**src/rtl/nco_pkg.sv**
```systemverilog
package nco_pkg;
  typedef struct packed {
    logic       en_phase;
    logic       en_ofs;
    logic       en_ctr;
    logic       en_acc;
    logic       ofs_on;
    logic       feedback_on;
    logic       carry;
    logic       pm_host;
    logic [1:0] quad;
    logic       half_wrap;
  } nco_ctl_t;

  localparam nco_ctl_t CTL_RESET = '{
    en_phase: 1'b0, en_ofs: 1'b0, en_ctr: 1'b0, en_acc: 1'b0,
    ofs_on: 1'b1, feedback_on: 1'b1, carry: 1'b0, pm_host: 1'b1,
    quad: 2'b00, half_wrap: 1'b0
  };
endpackage

```
**src/rtl/nco_host_regs.sv**
```systemverilog
module nco_host_regs #(
  parameter int DATA_W     = 16,
  parameter int ADDR_W     = 2,
  parameter int NUM_HALVES = 2,
  localparam int STAGE_W   = DATA_W * NUM_HALVES
) (
  input  logic              clk_i,
  input  logic              rst_ni,
  input  logic              cs_ni,
  input  logic              wr_i,
  input  logic [ADDR_W-1:0] addr_i,
  input  logic [DATA_W-1:0] data_i,
  output logic [DATA_W-1:0] phase_word_o,
  output logic [STAGE_W-1:0] stage_o
);
  logic wr_q;
  logic strobe;

  assign strobe = wr_i & ~wr_q & ~cs_ni;

  always_ff @(posedge clk_i or negedge rst_ni) begin
    if (!rst_ni) wr_q <= 1'b0;
    else         wr_q <= wr_i;
  end

  always_ff @(posedge clk_i or negedge rst_ni) begin
    if (!rst_ni)                               phase_word_o <= '0;
    else if (strobe && addr_i == ADDR_W'(0))   phase_word_o <= data_i;
  end

  // address h+1 holds frequency half h, low half first
  for (genvar h = 0; h < NUM_HALVES; h++) begin : g_half
    always_ff @(posedge clk_i or negedge rst_ni) begin
      if (!rst_ni)                                 stage_o[h*DATA_W +: DATA_W] <= '0;
      else if (strobe && addr_i == ADDR_W'(h + 1)) stage_o[h*DATA_W +: DATA_W] <= data_i;
    end
  end
endmodule

```
**src/rtl/nco_ctl_sync.sv**
```systemverilog
module nco_ctl_sync
  import nco_pkg::*;
(
  input  logic     clk_i,
  input  logic     rst_ni,
  input  nco_ctl_t ctl_i,
  output nco_ctl_t ctl_o
);
  always_ff @(posedge clk_i or negedge rst_ni) begin
    if (!rst_ni) ctl_o <= CTL_RESET;
    else         ctl_o <= ctl_i;
  end
endmodule

```
**src/rtl/nco_freq_path.sv**
```systemverilog
module nco_freq_path #(
  parameter int ACC_W = 32
) (
  input  logic             clk_i,
  input  logic             rst_ni,
  input  logic             en_ctr_i,
  input  logic             en_ofs_i,
  input  logic             en_acc_i,
  input  logic             ofs_on_i,
  input  logic             feedback_on_i,
  input  logic             carry_i,
  input  logic [ACC_W-1:0] stage_i,
  output logic [ACC_W-1:0] ofs_word_o,
  output logic [ACC_W-1:0] freq_sum_o,
  output logic [ACC_W-1:0] acc_o
);
  logic [ACC_W-1:0] ctr_q;
  logic [ACC_W-1:0] acc_fb;

  always_ff @(posedge clk_i or negedge rst_ni) begin
    if (!rst_ni)       ctr_q <= '0;
    else if (en_ctr_i) ctr_q <= stage_i;
  end

  always_ff @(posedge clk_i or negedge rst_ni) begin
    if (!rst_ni)       ofs_word_o <= '0;
    else if (en_ofs_i) ofs_word_o <= stage_i;
  end

  assign freq_sum_o = ctr_q + (ofs_on_i ? ofs_word_o : '0);
  assign acc_fb     = feedback_on_i ? acc_o : '0;

  always_ff @(posedge clk_i or negedge rst_ni) begin
    if (!rst_ni)       acc_o <= '0;
    else if (en_acc_i) acc_o <= acc_fb + freq_sum_o + ACC_W'(carry_i);
  end
endmodule

```
**src/rtl/nco_phase_path.sv**
```systemverilog
module nco_phase_path #(
  parameter int PH_W   = 16,
  parameter int QUAD_W = 2,
  localparam int LOW_W = PH_W - QUAD_W
) (
  input  logic              clk_i,
  input  logic              rst_ni,
  input  logic              en_phase_i,
  input  logic              pm_host_i,
  input  logic [QUAD_W-1:0] quad_i,
  input  logic              half_wrap_i,
  input  logic [PH_W-1:0]   host_word_i,
  input  logic [PH_W-1:0]   acc_hi_i,
  output logic [PH_W-1:0]   phase_word_o,
  output logic [PH_W-1:0]   arg_o
);
  logic [PH_W-1:0] ph_src;
  logic [PH_W-1:0] arg_d;

  assign ph_src = pm_host_i ? host_word_i : {quad_i, {LOW_W{1'b0}}};

  always_ff @(posedge clk_i or negedge rst_ni) begin
    if (!rst_ni)         phase_word_o <= '0;
    else if (en_phase_i) phase_word_o <= ph_src;
  end

  always_comb begin
    arg_d = phase_word_o + acc_hi_i;
    if (half_wrap_i) arg_d[PH_W-1] = 1'b0;
  end

  always_ff @(posedge clk_i or negedge rst_ni) begin
    if (!rst_ni) arg_o <= '0;
    else         arg_o <= arg_d;
  end
endmodule

```
**src/rtl/nco_phase_ctrl.sv**
```systemverilog
module nco_phase_ctrl
  import nco_pkg::*;
#(
  parameter int ACC_W  = 32,
  parameter int DATA_W = 16,
  parameter int ADDR_W = 2,
  parameter int PH_W   = 16,
  parameter int QUAD_W = 2,
  localparam int NUM_HALVES = ACC_W / DATA_W
) (
  input  logic              clk_i,
  input  logic              rst_ni,
  input  logic              host_cs_ni,
  input  logic              host_wr_i,
  input  logic [ADDR_W-1:0] host_addr_i,
  input  logic [DATA_W-1:0] host_data_i,
  input  logic              en_phase_ni,
  input  logic              en_ofs_ni,
  input  logic              en_ctr_ni,
  input  logic              en_acc_ni,
  input  logic              clr_ofs_ni,
  input  logic              acc_load_ni,
  input  logic              carry_ni,
  input  logic              pm_host_i,
  input  logic [QUAD_W-1:0] quad_i,
  input  logic              half_wrap_i,
  output logic [PH_W-1:0]   arg_o,
  output logic [ACC_W-1:0]  acc_o
);
  nco_ctl_t         ctl_d, ctl_q;
  logic [PH_W-1:0]  host_phase;
  logic [ACC_W-1:0] stage_word;
  logic [ACC_W-1:0] ofs_word;
  logic [ACC_W-1:0] freq_sum;
  logic [PH_W-1:0]  phase_word;

  always_comb begin
    ctl_d.en_phase    = ~en_phase_ni;
    ctl_d.en_ofs      = ~en_ofs_ni;
    ctl_d.en_ctr      = ~en_ctr_ni;
    ctl_d.en_acc      = ~en_acc_ni;
    ctl_d.ofs_on      = clr_ofs_ni;
    ctl_d.feedback_on = acc_load_ni;
    ctl_d.carry       = ~carry_ni;
    ctl_d.pm_host     = pm_host_i;
    ctl_d.quad        = quad_i;
    ctl_d.half_wrap   = half_wrap_i;
  end

  nco_ctl_sync i_ctl_sync (
    .clk_i (clk_i),
    .rst_ni(rst_ni),
    .ctl_i (ctl_d),
    .ctl_o (ctl_q)
  );

  nco_host_regs #(
    .DATA_W    (DATA_W),
    .ADDR_W    (ADDR_W),
    .NUM_HALVES(NUM_HALVES)
  ) i_host_regs (
    .clk_i       (clk_i),
    .rst_ni      (rst_ni),
    .cs_ni       (host_cs_ni),
    .wr_i        (host_wr_i),
    .addr_i      (host_addr_i),
    .data_i      (host_data_i),
    .phase_word_o(host_phase),
    .stage_o     (stage_word)
  );

  nco_freq_path #(.ACC_W(ACC_W)) i_freq_path (
    .clk_i        (clk_i),
    .rst_ni       (rst_ni),
    .en_ctr_i     (ctl_q.en_ctr),
    .en_ofs_i     (ctl_q.en_ofs),
    .en_acc_i     (ctl_q.en_acc),
    .ofs_on_i     (ctl_q.ofs_on),
    .feedback_on_i(ctl_q.feedback_on),
    .carry_i      (ctl_q.carry),
    .stage_i      (stage_word),
    .ofs_word_o   (ofs_word),
    .freq_sum_o   (freq_sum),
    .acc_o        (acc_o)
  );

  nco_phase_path #(.PH_W(PH_W), .QUAD_W(QUAD_W)) i_phase_path (
    .clk_i       (clk_i),
    .rst_ni      (rst_ni),
    .en_phase_i  (ctl_q.en_phase),
    .pm_host_i   (ctl_q.pm_host),
    .quad_i      (ctl_q.quad),
    .half_wrap_i (ctl_q.half_wrap),
    .host_word_i (host_phase),
    .acc_hi_i    (acc_o[ACC_W-1 -: PH_W]),
    .phase_word_o(phase_word),
    .arg_o       (arg_o)
  );
endmodule

```
**config.mk**
```make
export PLATFORM = sky130hd
export DESIGN_NAME = nco_phase_ctrl
export DESIGN_NICKNAME = d
export VERILOG_FILES = /design/src/rtl/nco_pkg.sv /design/src/rtl/nco_host_regs.sv /design/src/rtl/nco_ctl_sync.sv /design/src/rtl/nco_freq_path.sv /design/src/rtl/nco_phase_path.sv /design/src/rtl/nco_phase_ctrl.sv
export SDC_FILE = /design/constraint.sdc
export NUM_CORES = 1
export LEC_CHECK = 0
export ABC_AREA = 1
export BUFFER_PORTS_ARGS = -buffer_cell sky130_fd_sc_hd__buf_2
export CAP_MARGIN = 10
export CORE_UTILIZATION = 53
export CTS_CLUSTER_DIAMETER = 30
export DETAILED_ROUTE_END_ITERATION = 16
export PLACE_DENSITY = 0.78
export SKIP_CTS_REPAIR_TIMING = 1
export SYNTH_ARGS = -nofsm -noshare
export SYNTH_HDL_FRONTEND = slang
export SYNTH_SLANG_ARGS = --single-unit
```
**constraint.sdc**
```tcl
create_clock -name clk_i -period 2.9 [get_ports clk_i]
set_clock_uncertainty 0.2 [all_clocks]
set_input_delay 0.58 -clock clk_i [delete_from_list [all_inputs] [get_ports clk_i]]
set_output_delay 0.58 -clock clk_i [all_outputs]
set_load 0.05 [all_outputs]
```
==> summary.md <==
| Metric | Value |
|---|---|
| Status | complete, but fails checks |
| Failing checks | setup timing |
| Hold slack | 0.03004 ns |
| PortBufs | 80 |
| Final worst path period need | 3.149 ns |
| Slowest-stage cell, CP | dfstp_2 |
| Syn avg cell area | 8.000 µm² |
| GPL Wtd Cong | 0.9485 |
| Worst Path Required | 3.07 ns |
| Logic pwr share | 52.7% |
| Cell internal pwr | 7.121 mW |
| CP Capture Type | register |
| Final non-filler cell total | 1797 |
| Sw Share | 46.26% |
| Critical path launch point type | register |
| FMAX | 317.6 MHz |
| CTS Buffer Depth | 2 |
| First-pass GRT wire length | 45200 µm |
| GRT overflow | 0 |
| Slew @ Worst Pin | 0.8675 ns |
| Max VDD drop | 520.6 µV |
| Htree depth | 4 |
| Filler Cell Count | 1425 |
| Setup Viol. Count Final | 20 |
| Routed WL per cell | 18.26 µm |
| Relative slew slack | 42.16% |
| Max-slew violations | 0 |
| Total iterations of the first detailed-routing run | 8 |
| Vias in the first global route | 8671 |
| Pwr Density | 954.4 mW/mm² |
| Worst-path clk slew | 0.08 ns |
| Worst Path Max Fanout | 14 |
| Initial antenna violation count | 0 |
| Ant. Diodes | 0 |
| Hold crit path type | in -> reg |
| Unrepaired setup endpoints after global routing | yes |
| Tcrit/Tclk final | 108.6% |
| Dpl cells | 1745 |
| IO Count | 81 |
| CTS root buf | clkbuf_16 |
| Synth cell types | 35 |
| Detailed Place HPWL | 21720 µm |
| Layout cell share with drive strength beyond 1 | 27.57% |
| Critical Path, Cell by Cell | clkbuf_16 > nand2_1 > fa_1 > inv_2 > ha_4 > nand2_1 > nor2_2 > nand3_2 > nand3_4 > nand3_2 > nand3b_1 > nand3_2 > nand2_1 |
| Max cap viols | 0 |
| Crit Path Class | reg -> reg |
| Flop pwr share | 29.3% |
| Die outline height | 145.5 µm |
| Final net count | 1626 |
| CTS tree | done |
| Static leakage | 7.372 nW |
| Largest net degree at the start of global routing | 62 |
| Switching power | 6.130 mW |
| Full die area | 0.02117 mm² |
| Die width | 145.5 µm |
| CP peak stage delay | 0.65 ns |
| All-Layer GR Usage | 27.58% |
| Synth Cell Area | 0.01091 mm² |
| ANT nets after route | 0 |
| Initial DRC count | 1008 |
| DRC Markers | 0 |
| Syn_nets | 1476 |
| Worst path arrival time | 3.32 ns |
| Warnings from Yosys | 0 |
| Clock Sinks | 188 |
| Setup slack after layout | -0.2486 ns |
| R2r setup slk | -0.25 ns |
| Setup TNS | -2.162 ns |
| Core area | 0.02023 mm² |
| Cells after synthesis | 1364 |
| Clock power share | 18.0% |
| Sequential fraction of the synthesis area | 43.15% |
| Total number of vias | 9857 |
| Starting Density | 53.93% |
| Count of state elements after synthesis | 188 |
| WL final | 32810 µm |
| Clk Latency, worst-skew pair | 0.44 ns |
| Via-to-Cell Ratio | 5.485 |
| Site row count | 52 |
| Total CTS buffers | 17 |
| Area delta synth->final | 27.24% |
| Fin. Hold Viols | 0 |
layout make-up:
| type | count | area, µm² | area share [%] |
|---|---|---|---|
| inverters | 251 | 942.2 | 6.786 |
| clock buffers | 17 | 425.4 | 3.064 |
| multi-input cells | 888 | 6062 | 43.66 |
| flip-flops and latches | 188 | 4708 | 33.91 |
| clock inverters | 15 | 177.7 | 1.280 |
| well taps | 270 | 337.8 | 2.433 |
| repair buffers | 168 | 1231 | 8.867 |
placed cells by master, fill, tap and decap left out, drive strengths merged, types with 2 or more instances in the layout:
cell type,Yosys,routed
nand2,447,447
a21o,3,3
xnor2,18,18
o21ai,111,111
nand3b,6,6
fa,33,33
xor2,12,12
nand3,68,68
dfstp,3,3
nand4,6,6
a21oi,37,37
clkbuf,30,22
o21bai,4,4
buf,7,162
and2,2,2
dfrtp,185,185
nor2,53,53
clkinv,1,8
nor3,2,2
inv,250,256
a31oi,3,3
ha,46,46
mux2,33,33
cell families after synthesis:
group,synth area share [%]
simple gates,22.14
compound gates,7.579
fa+ha+maj,11.33
flops,43.15
xor+xnor,2.408
buf+inv,9.987
mux,3.406
path summary, 6_finish.rpt:
| kind | startpoint | end | cells past startpoint |
|---|---|---|---|
| min in group asynchronous | rst_ni | i_freq_path.acc_o[30]$_DFFE_PN0P_ | 2 |
| worst max-delay path | i_ctl_sync.ctl_o[5]$_DFF_PN1_ | i_freq_path.acc_o[18]$_DFFE_PN0P_ | 13 |
| max in group asynchronous | rst_ni | i_ctl_sync.ctl_o[6]$_DFF_PN1_ | 3 |
| worst max register to register | i_ctl_sync.ctl_o[5]$_DFF_PN1_ | i_freq_path.acc_o[18]$_DFFE_PN0P_ | 13 |
| worst min-delay path | pm_host_i | i_ctl_sync.ctl_o[3]$_DFF_PN1_ | 1 |
| worst min register to register | i_ctl_sync.ctl_o[0]$_DFF_PN0_ | i_phase_path.arg_o[15]$_DFF_PN0_ | 1 |
power by group through the flow:
stage / clock network, mW / registers, mW / logic (mW)
CTS: 2.40 / 3.82 / 5.52
global route: 2.51 / 3.93 / 7.47
finish: 2.38 / 3.89 / 6.98
floorplan: 0 / 4.75 / 2.65
detailed placement: 0 / 3.86 / 5.49
global placement: 0 / 3.84 / 5.36
synthesized netlist by cell type:
cell | count | area (µm²)
a21o_1 | 3 | 22.52
a21oi_1 | 37 | 185.2
a31oi_1 | 3 | 18.77
and2_1 | 2 | 12.51
buf_2 | 7 | 35.03
clkbuf_1 | 30 | 112.6
clkinv_1 | 1 | 3.750
dfrtp_1 | 185 | 4629
dfstp_2 | 3 | 78.83
fa_1 | 33 | 660.6
ha_1 | 46 | 575.6
inv_1 | 249 | 934.7
inv_2 | 1 | 3.750
mux2_1 | 2 | 22.52
mux2_2 | 31 | 349.1
nand2_1 | 437 | 1640
nand2_2 | 10 | 62.56
nand3_1 | 64 | 320.3
nand3_2 | 4 | 40.04
nand3b_1 | 5 | 37.54
nand3b_4 | 1 | 20.02
nand4_1 | 6 | 37.54
nor2_1 | 48 | 180.2
nor2_2 | 3 | 18.77
nor2_4 | 2 | 22.52
nor3_1 | 2 | 10.01
nor3b_1 | 1 | 7.510
o211ai_1 | 1 | 7.510
o21a_1 | 1 | 7.510
o21ai_0 | 106 | 530.5
o21ai_1 | 5 | 25.02
o21bai_1 | 4 | 30.03
or2_0 | 1 | 6.260
xnor2_1 | 18 | 157.7
xor2_1 | 12 | 105.1
registers in the layout, indices dropped and copies added (netlist names):
register / cells
i_host_regs.wr_q: 1
i_host_regs.phase_word_o: 16
i_freq_path.ofs_word_o: 32
i_phase_path.phase_word_o: 16
i_phase_path.arg_o: 16
i_freq_path.acc_o: 32
i_freq_path.ctr_q: 32
i_ctl_sync.ctl_o: 11
i_host_regs.stage_o: 32
per-layer routing:
metal / track usage, % / vias up / routed length [µm]
li1: - / 4505 / -
met1: 40.23 / 4737 / 13220
met2: 42.52 / 499 / 15320
met3: 4.201 / 116 / 2758
met4: 8.684 / 0 / 1522
met5: 0 / - / 0
worst max-delay path: cells and delay by family (launching register included):
kind | cells | cell delay (ns)
DFF | 1 | 0.65
buffers and inverters | 2 | 0.28
adders and majority gates | 2 | 0.85
and+or+nand+nor | 9 | 1.10
stage by stage:
stage          setup slack, ns  utilization (%)  area [µm²]  power, mW
4_1_cts                -0.1931            62.67       12680      11.74
6_report               -0.2486            68.62       13880      13.25
3_3_place_gp           -0.1360            59.69       12080      9.195
5_1_grt                -0.2950            68.62       13880      13.91
3_5_place_dp           -0.1648            59.69       12080      9.349
2_1_floorplan          0.02159                -       10920      7.406
(Power assumes the default switching activity.)
